File: config.mk
export PLATFORM = sky130hd
export DESIGN_NAME = eyeScanPhaseCtl
export DESIGN_NICKNAME = d
export VERILOG_FILES = /design/src/rtl/eyeScanPkg.sv /design/src/rtl/eyeScanDatapath.sv /design/src/rtl/eyeMapSearch.sv /design/src/rtl/eyeScanControl.sv /design/src/rtl/eyeScanPhaseCtl.sv
export SDC_FILE = /design/constraint.sdc
export NUM_CORES = 1
export LEC_CHECK = 0
export BUFFER_PORTS_ARGS = -buffer_cell sky130_fd_sc_hd__clkbuf_2
export CAP_MARGIN = 0
export CELL_PAD_IN_SITES_DETAIL_PLACEMENT = 0
export CELL_PAD_IN_SITES_GLOBAL_PLACEMENT = 1
export CORE_MARGIN = 2
export CORE_UTILIZATION = 35
export DETAILED_ROUTE_END_ITERATION = 7
export PLACE_DENSITY_LB_ADDON = 0.12
export SLEW_MARGIN = 20
export SYNTH_ARGS = -nofsm -noshare
export SYNTH_HDL_FRONTEND = slang
export SYNTH_SLANG_ARGS = --single-unit
File: constraint.sdc
create_clock -name clk -period 34.5 [get_ports clk]
set_input_delay 6.9 -clock clk [delete_from_list [all_inputs] [get_ports clk]]
set_output_delay 6.9 -clock clk [all_outputs]
set_load 0.02 [all_outputs]
File: src/rtl/eyeScanPkg.sv
package eyeScanPkg;

  // Strobes sent from the controller to the phase datapath.
  typedef struct packed {
    logic scanStep;     // advance the scanning phase by one tap
    logic scanRestart;  // return the scanning phase to tap 0
    logic swapRoles;    // scanner takes newTap and becomes the data phase
    logic slipMark;     // the move was folded by one UI
  } phaseCmd_t;

  typedef enum logic [0:0] {
    ST_SCAN   = 1'b0,
    ST_DECIDE = 1'b1
  } ctlState_t;

endpackage

File: src/rtl/eyeScanDatapath.sv
module eyeScanDatapath
  import eyeScanPkg::*;
#(
  parameter int TAPS_PER_UI = 8,
  parameter int TAP_W       = 4
) (
  input  logic             clk,
  input  logic             rst,
  input  phaseCmd_t        cmd,
  input  logic [TAP_W-1:0] newTap,
  input  logic             sampA,
  input  logic             sampB,
  output logic [TAP_W-1:0] phaseA,
  output logic [TAP_W-1:0] phaseB,
  output logic             dataSel,
  output logic [TAP_W-1:0] scanTap,
  output logic [TAP_W-1:0] dataTap,
  output logic             mismatch,
  output logic             rxBit,
  output logic             rxValid,
  output logic             slipPulse
);

  localparam logic [TAP_W-1:0] START_DATA_TAP = TAP_W'(TAPS_PER_UI / 2);

  logic [2*TAP_W-1:0] phasePack;

  // Two identical phase registers; the role of each depends on dataSel.
  for (genvar g = 0; g < 2; g++) begin : gPhase
    localparam logic [TAP_W-1:0] RST_TAP = (g == 0) ? START_DATA_TAP : '0;
    logic [TAP_W-1:0] tapQ;
    logic             carriesData;

    assign carriesData = (dataSel == 1'(g));

    always_ff @(posedge clk) begin
      if (rst) begin
        tapQ <= RST_TAP;
      end else if (cmd.swapRoles) begin
        tapQ <= carriesData ? '0 : newTap;
      end else if (!carriesData) begin
        if (cmd.scanRestart)   tapQ <= '0;
        else if (cmd.scanStep) tapQ <= tapQ + TAP_W'(1);
      end
    end

    assign phasePack[g*TAP_W +: TAP_W] = tapQ;
  end

  assign phaseA  = phasePack[0 +: TAP_W];
  assign phaseB  = phasePack[TAP_W +: TAP_W];
  assign dataTap = dataSel ? phaseB : phaseA;
  assign scanTap = dataSel ? phaseA : phaseB;

  assign mismatch = sampA ^ sampB;

  always_ff @(posedge clk) begin
    if (rst) begin
      dataSel   <= 1'b0;
      rxBit     <= 1'b0;
      rxValid   <= 1'b0;
      slipPulse <= 1'b0;
    end else begin
      rxBit     <= dataSel ? sampB : sampA;
      rxValid   <= 1'b1;
      slipPulse <= cmd.swapRoles & cmd.slipMark;
      if (cmd.swapRoles) dataSel <= ~dataSel;
    end
  end

endmodule

File: src/rtl/eyeMapSearch.sv
module eyeMapSearch #(
  parameter int NUM_TAPS = 16,
  parameter int TAP_W    = 4,
  parameter int CNT_W    = 6
) (
  input  logic             clk,
  input  logic             rst,
  input  logic             mismatch,
  input  logic             accumEn,
  input  logic             commit,
  input  logic [TAP_W-1:0] tapIdx,
  input  logic [CNT_W-1:0] errThresh,
  output logic             tapValid,
  output logic [TAP_W-1:0] tapIdxOut,
  output logic [CNT_W-1:0] tapCount,
  output logic             found,
  output logic [TAP_W:0]   bestLen,
  output logic [TAP_W-1:0] bestCenter
);

  localparam logic [CNT_W-1:0] CNT_MAX = {CNT_W{1'b1}};
  localparam int               LEN_W   = TAP_W + 1;

  logic [CNT_W-1:0]          accCnt;
  logic [CNT_W-1:0]          accNext;
  logic [NUM_TAPS*CNT_W-1:0] mapPack;

  assign accNext = (accCnt == CNT_MAX) ? CNT_MAX : accCnt + CNT_W'(mismatch);

  always_ff @(posedge clk) begin
    if (rst) begin
      accCnt    <= '0;
      tapValid  <= 1'b0;
      tapIdxOut <= '0;
      tapCount  <= '0;
    end else begin
      tapValid <= 1'b0;
      if (accumEn) begin
        if (commit) begin
          accCnt    <= '0;
          tapValid  <= 1'b1;
          tapIdxOut <= tapIdx;
          tapCount  <= accNext;
        end else begin
          accCnt <= accNext;
        end
      end
    end
  end

  // One count register per tap.
  for (genvar t = 0; t < NUM_TAPS; t++) begin : gTap
    logic [CNT_W-1:0] cntQ;
    always_ff @(posedge clk) begin
      if (rst)                                            cntQ <= '0;
      else if (accumEn && commit && tapIdx == TAP_W'(t))  cntQ <= accNext;
    end
    assign mapPack[t*CNT_W +: CNT_W] = cntQ;
  end

  // Longest run of open taps; the earliest run wins ties.
  logic [LEN_W-1:0] curLen, runLen;
  logic [TAP_W-1:0] curStart, runStart;
  logic [LEN_W-1:0] halfSpan;

  always_comb begin
    curLen   = '0;
    curStart = '0;
    runLen   = '0;
    runStart = '0;
    for (int t = 0; t < NUM_TAPS; t++) begin
      if (mapPack[t*CNT_W +: CNT_W] <= errThresh) begin
        if (curLen == '0) curStart = TAP_W'(t);
        curLen = curLen + LEN_W'(1);
        if (curLen > runLen) begin
          runLen   = curLen;
          runStart = curStart;
        end
      end else begin
        curLen = '0;
      end
    end
  end

  assign halfSpan   = (runLen == '0) ? '0 : ((runLen - LEN_W'(1)) >> 1);
  assign found      = (runLen != '0);
  assign bestLen    = runLen;
  assign bestCenter = runStart + halfSpan[TAP_W-1:0];

endmodule

File: src/rtl/eyeScanControl.sv
module eyeScanControl
  import eyeScanPkg::*;
#(
  parameter int TAPS_PER_UI = 8,
  parameter int TAP_W       = 4,
  parameter int DWELL_W     = 8
) (
  input  logic               clk,
  input  logic               rst,
  input  logic [DWELL_W-1:0] dwellLen,
  input  logic [TAP_W-1:0]   scanTap,
  input  logic [TAP_W-1:0]   dataTap,
  input  logic               found,
  input  logic [TAP_W:0]     bestLen,
  input  logic [TAP_W-1:0]   bestCenter,
  output phaseCmd_t          cmd,
  output logic [TAP_W-1:0]   newTap,
  output logic               accumEn,
  output logic               commit,
  output logic               eyeUpdate,
  output logic [TAP_W:0]     eyeWidth,
  output logic [TAP_W-1:0]   eyeCenter,
  output logic               noEyeErr
);

  localparam logic [TAP_W-1:0] LAST_TAP = TAP_W'(2 * TAPS_PER_UI - 1);
  localparam logic [TAP_W-1:0] UI_SPAN  = TAP_W'(TAPS_PER_UI);

  ctlState_t          state;
  logic [DWELL_W-1:0] dwellCnt;
  logic [DWELL_W-1:0] dwellEnd;
  logic               lastCyc;
  logic [TAP_W-1:0]   fwdGap, backGap;

  assign dwellEnd = (dwellLen == '0) ? '0 : dwellLen - DWELL_W'(1);
  assign lastCyc  = (dwellCnt >= dwellEnd);
  assign fwdGap   = bestCenter - dataTap;
  assign backGap  = dataTap - bestCenter;

  always_comb begin
    cmd     = '0;
    accumEn = 1'b0;
    commit  = 1'b0;
    newTap  = bestCenter;
    if (state == ST_SCAN) begin
      accumEn      = 1'b1;
      commit       = lastCyc;
      cmd.scanStep = lastCyc && (scanTap != LAST_TAP);
    end else if (found) begin
      cmd.swapRoles = 1'b1;
      if (bestCenter > dataTap && fwdGap > UI_SPAN) begin
        newTap       = bestCenter - UI_SPAN;
        cmd.slipMark = 1'b1;
      end else if (dataTap > bestCenter && backGap > UI_SPAN) begin
        newTap       = bestCenter + UI_SPAN;
        cmd.slipMark = 1'b1;
      end
    end else begin
      cmd.scanRestart = 1'b1;
    end
  end

  always_ff @(posedge clk) begin
    if (rst) begin
      state     <= ST_SCAN;
      dwellCnt  <= '0;
      eyeUpdate <= 1'b0;
      eyeWidth  <= '0;
      eyeCenter <= '0;
      noEyeErr  <= 1'b0;
    end else begin
      eyeUpdate <= 1'b0;
      case (state)
        ST_SCAN: begin
          if (lastCyc) begin
            dwellCnt <= '0;
            if (scanTap == LAST_TAP) state <= ST_DECIDE;
          end else begin
            dwellCnt <= dwellCnt + DWELL_W'(1);
          end
        end
        default: begin
          state     <= ST_SCAN;
          dwellCnt  <= '0;
          eyeUpdate <= found;
          eyeWidth  <= bestLen;
          noEyeErr  <= !found;
          if (found) eyeCenter <= bestCenter;
        end
      endcase
    end
  end

endmodule

File: src/rtl/eyeScanPhaseCtl.sv
module eyeScanPhaseCtl
  import eyeScanPkg::*;
#(
  parameter int TAPS_PER_UI = 8,
  parameter int CNT_W       = 6,
  parameter int DWELL_W     = 8,
  parameter int TAP_W       = $clog2(2 * TAPS_PER_UI)
) (
  input  logic               clk,
  input  logic               rst,
  input  logic [DWELL_W-1:0] dwellLen,
  input  logic [CNT_W-1:0]   errThresh,
  input  logic               sampA,
  input  logic               sampB,
  output logic [TAP_W-1:0]   phaseA,
  output logic [TAP_W-1:0]   phaseB,
  output logic               dataSel,
  output logic               rxBit,
  output logic               rxValid,
  output logic               slipPulse,
  output logic               eyeTapValid,
  output logic [TAP_W-1:0]   eyeTapIdx,
  output logic [CNT_W-1:0]   eyeTapCount,
  output logic               eyeUpdate,
  output logic [TAP_W:0]     eyeWidth,
  output logic [TAP_W-1:0]   eyeCenter,
  output logic               noEyeErr
);

  localparam int NUM_TAPS = 2 * TAPS_PER_UI;

  phaseCmd_t        cmd;
  logic [TAP_W-1:0] newTap, scanTap, dataTap, bestCenter;
  logic [TAP_W:0]   bestLen;
  logic             mismatch, accumEn, commit, found;

  eyeScanDatapath #(.TAPS_PER_UI(TAPS_PER_UI), .TAP_W(TAP_W)) uPath (
    .clk(clk), .rst(rst), .cmd(cmd), .newTap(newTap),
    .sampA(sampA), .sampB(sampB),
    .phaseA(phaseA), .phaseB(phaseB), .dataSel(dataSel),
    .scanTap(scanTap), .dataTap(dataTap), .mismatch(mismatch),
    .rxBit(rxBit), .rxValid(rxValid), .slipPulse(slipPulse)
  );

  eyeMapSearch #(.NUM_TAPS(NUM_TAPS), .TAP_W(TAP_W), .CNT_W(CNT_W)) uMap (
    .clk(clk), .rst(rst), .mismatch(mismatch), .accumEn(accumEn),
    .commit(commit), .tapIdx(scanTap), .errThresh(errThresh),
    .tapValid(eyeTapValid), .tapIdxOut(eyeTapIdx), .tapCount(eyeTapCount),
    .found(found), .bestLen(bestLen), .bestCenter(bestCenter)
  );

  eyeScanControl #(.TAPS_PER_UI(TAPS_PER_UI), .TAP_W(TAP_W), .DWELL_W(DWELL_W)) uCtl (
    .clk(clk), .rst(rst), .dwellLen(dwellLen),
    .scanTap(scanTap), .dataTap(dataTap),
    .found(found), .bestLen(bestLen), .bestCenter(bestCenter),
    .cmd(cmd), .newTap(newTap), .accumEn(accumEn), .commit(commit),
    .eyeUpdate(eyeUpdate), .eyeWidth(eyeWidth), .eyeCenter(eyeCenter),
    .noEyeErr(noEyeErr)
  );

endmodule

==> results.md <==
* Worst Hold Launch: uCtl.eyeCenter[3]
* Syn avg cell area at 7.59 sq um
* CTS buffer count at 17
* Final slew viol count at 0
* TritonCTS Sinks at 145
* Starting Density at 0.354
* Setup Crit Path Kind: primary input to register
* Hold_buf cts at 0
* Setup crit end kind: register
* Post-layout minimum cycle time at 32.52 ns
* EDFF count, synth at 0
* Die area at 41700 sq um
* Hpwl dp at 35.0 mm
* Sequential area share after synthesis at 0.207
* Drt pass-1 iters at 5
* Crit path DAT at 32.87 ns
* Most frequent CP cell: ha_1
* Row cnt at 73
* Finished Cell Area at 16100 sq um
* Clk slew on worst S/H paths at 0.07 ns
* Antenna violations before repair at 0
* Ys flop type: dfxtp_1
* Reg2Reg Setup Slack at 8.26 ns
* Vias in the first global route at 13.6k
* FILL cells at 4238
* Global-route wire length before repair at 75.2 mm
* Pre-CTS setup slack at -0.568 ns
* Residual DRC at 0
* Drt via density at 5.66
* Worst-skew pair later-pin latency at 0.44 ns
* Final hold vios at 0
* Worst slew pin tran at 1.12 ns
* Gr usage total at 0.226
* WHS at 0.469 ns
* R2R Path Start: uMap.gTap[0].cntQ[3]
* CTS tree: done
* I/O pin count at 52
* Global route total overflow at 0
* Worst endpoint required time at 34.85 ns
* CORE AREA at 39600 sq um
* Distinct cells, synth at 96
* Clk_skew at 0.0128 ns
* Post-DRT Antenna Nets at 0
* CTS max path bufs at 2
* Crit-path max cell delay at 0.45 ns
* Async set-reset flop share out of synthesis at 0
* Post-layout util at 0.407
* 1st-iter DRT viols at 1024
* Multi-input logic area at 10600 sq um
* PortBufs at 51
* WL final at 47.1 mm
* DIE WIDTH at 204 um
* Register area at 2900 sq um
* PnR worst setup slack at 1.98 ns
* #FFs+latches synth at 145
* Hold WC Path Type: register to register
* Synthesized net count at 2060
* ANT cells at 0
* Area Overhead vs Synth at 15.1%
* Yosys warnings at 0
* Startpoint types: primary input
* Worst Setup SP: errThresh[3]
* Placer Congestion at 0.878
* Status: finished, final reports clean
* Via Count at 13.9k
* Endpoints failing setup at 0
* Reg2Reg Depth at 153
* CP endpoint: uPath.phaseB[3]
* Post-Synthesis Cells at 1848
* Clock Tree Root: clkbuf_16
* Area after DPL at 15300 sq um
* Maxcap violations at 0
* Achievable frequency at 30.7 MHz
* H-tree Lvls at 4
* Die Ht at 204 um
* Ratio of cells with drive above 1 in the final layout at 0.142
* Largest net degree at the start of global routing at 105
* Worst-path maximum fanout at 12
* R2R Path End: uPath.phaseB[3]
* Max_slew headroom at 0.255
* CP max stage cell: or4b_1
* DR WL/cell at 19.1 um
* Nets@finish at 2135
* Synthesized cell area at 14000 sq um
* Fin crit share at 0.943
[sequential cells by signal, indices dropped and copies added, names as in the netlist, 4 cells and up]
| name | count |
|---|---|
| uCtl.eyeWidth | 5 |
| uMap.gTap.cntQ | 96 |
| uPath.phaseA | 4 |
| uMap.tapIdxOut | 4 |
| uMap.tapCount | 6 |
| uCtl.dwellCnt | 8 |
| uPath.phaseB | 4 |
| uMap.accCnt | 6 |
| uCtl.eyeCenter | 4 |
[cell type report]
| cell class | instances | area share |
|---|---|---|
| multi-input combinational | 1511 | 0.658 |
| sequential | 145 | 0.180 |
| timing repair buffer | 142 | 0.0585 |
| tap | 525 | 0.0407 |
| clock buffer | 17 | 0.0264 |
| inverter | 106 | 0.0251 |
| clock inverter | 15 | 0.0113 |
[metrics by stage]
step | std cells | TNS, ns
2_1_floorplan | 1848 | 0
3_3_place_gp | 2419 | 0
3_5_place_dp | 2419 | -1.29
4_1_cts | 2451 | 0
5_1_grt | 2461 | -0.240
6_report | 2461 | 0
[critical path, delay by kind of cell]
family                   cells  cell delay, ns
adder cells (fa/ha/maj)     19            5.20
AO/OA/AOI/OAI               70           11.46
AND/OR/NAND/NOR             49            7.08
multiplexers                 2            0.46
buffers and inverters       15            1.74
[metal layers]
layer,vias to the layer above,part of all wire,global-route usage
li1,6972,-,-
met1,6563,0.48,0.313
met2,338,0.46,0.371
met3,68,0.036,0.0254
met4,0,0.019,0.0650
met5,-,0,0
[worst min-delay path by stage]
stage / end / slack, ns / cells past startpoint
after floorplan: uCtl.dwellCnt[0] / 0.45 / 1
after global placement: uCtl.eyeCenter[3] / 0.45 / 2
after detailed placement: uCtl.eyeCenter[3] / 0.46 / 2
after CTS: uCtl.eyeCenter[3] / 0.47 / 2
after global routing: uCtl.eyeCenter[3] / 0.50 / 2
final: uCtl.eyeCenter[3] / 0.47 / 2
[logic make-up (layout without fill, tap and decap cells)]
| family | Yosys count | after routing | share of synthesized area |
|---|---|---|---|
| and+or+nand+nor | 679 | 679 | 0.231 |
| AOI/OAI and AO/OA | 554 | 554 | 0.275 |
| adders and majority gates | 194 | 194 | 0.174 |
| buffers and inverters | 192 | 280 | 0.0526 |
| DFF | 145 | 145 | 0.207 |
| muxes | 58 | 58 | 0.0442 |
| xor gates and xnor gates | 26 | 26 | 0.0162 |
[Yosys cell counts, types with 8 or more instances]
library cell    n  area (sq um)
a211oi_1      108           811
a21o_1         23           173
a21oi_1        84           420
a31oi_1        28           175
and2_1         15          93.8
and3_1         23           144
clkbuf_1       76           285
dfxtp_1       145          2900
ha_1          192          2400
inv_1          98           368
mux2_2         11           124
mux2i_1        41           410
nand2_1       147           552
nand2b_1       25           156
nand3_1        54           270
nand4_1        19           119
nor2_1        254           953
nor2b_1        30           188
nor3_1         43           215
nor3b_1         8          60.1
o211ai_1       16           120
o21a_1         56           420
o21ai_0        89           445
o22ai_1        11          68.8
o31ai_1        18           135
or2_2          13          81.3
xnor2_1        12           105
xor2_1         14           123
[timing repair]
| action | CTS | global route |
|---|---|---|
| resized for setup | 6 | 41 |
| endpoints found under the setup margin | 2 | 15 |
| buffers inserted | 0 | 10 |
| pin swaps | 0 | 9 |
[placed cells by master, fill, tap and decap left out, types with 12 or more instances in the layout]
cell / synthesis / layout
buf_4: 2 / 91
o21a_1: 56 / 56
clkbuf_2: 0 / 50
o211ai_1: 16 / 16
nand4_1: 19 / 19
a31oi_1: 28 / 27
a211oi_1: 108 / 105
o31ai_1: 18 / 14
ha_1: 192 / 192
o21ai_0: 89 / 83
nor2_1: 254 / 247
nand3_1: 54 / 54
mux2i_1: 41 / 41
nor2b_1: 30 / 30
inv_1: 98 / 98
nand2b_1: 25 / 23
xor2_1: 14 / 14
and2_1: 15 / 15
xnor2_1: 12 / 12
a21oi_1: 84 / 80
and3_1: 23 / 21
dfxtp_1: 145 / 145
nor3_1: 43 / 42
or2_2: 13 / 13
clkbuf_16: 0 / 17
a21o_1: 23 / 23
nand2_1: 147 / 147
Power is not shown: default switching activity piles up to over one toggle a cycle in this logic, so the estimate is an artifact.
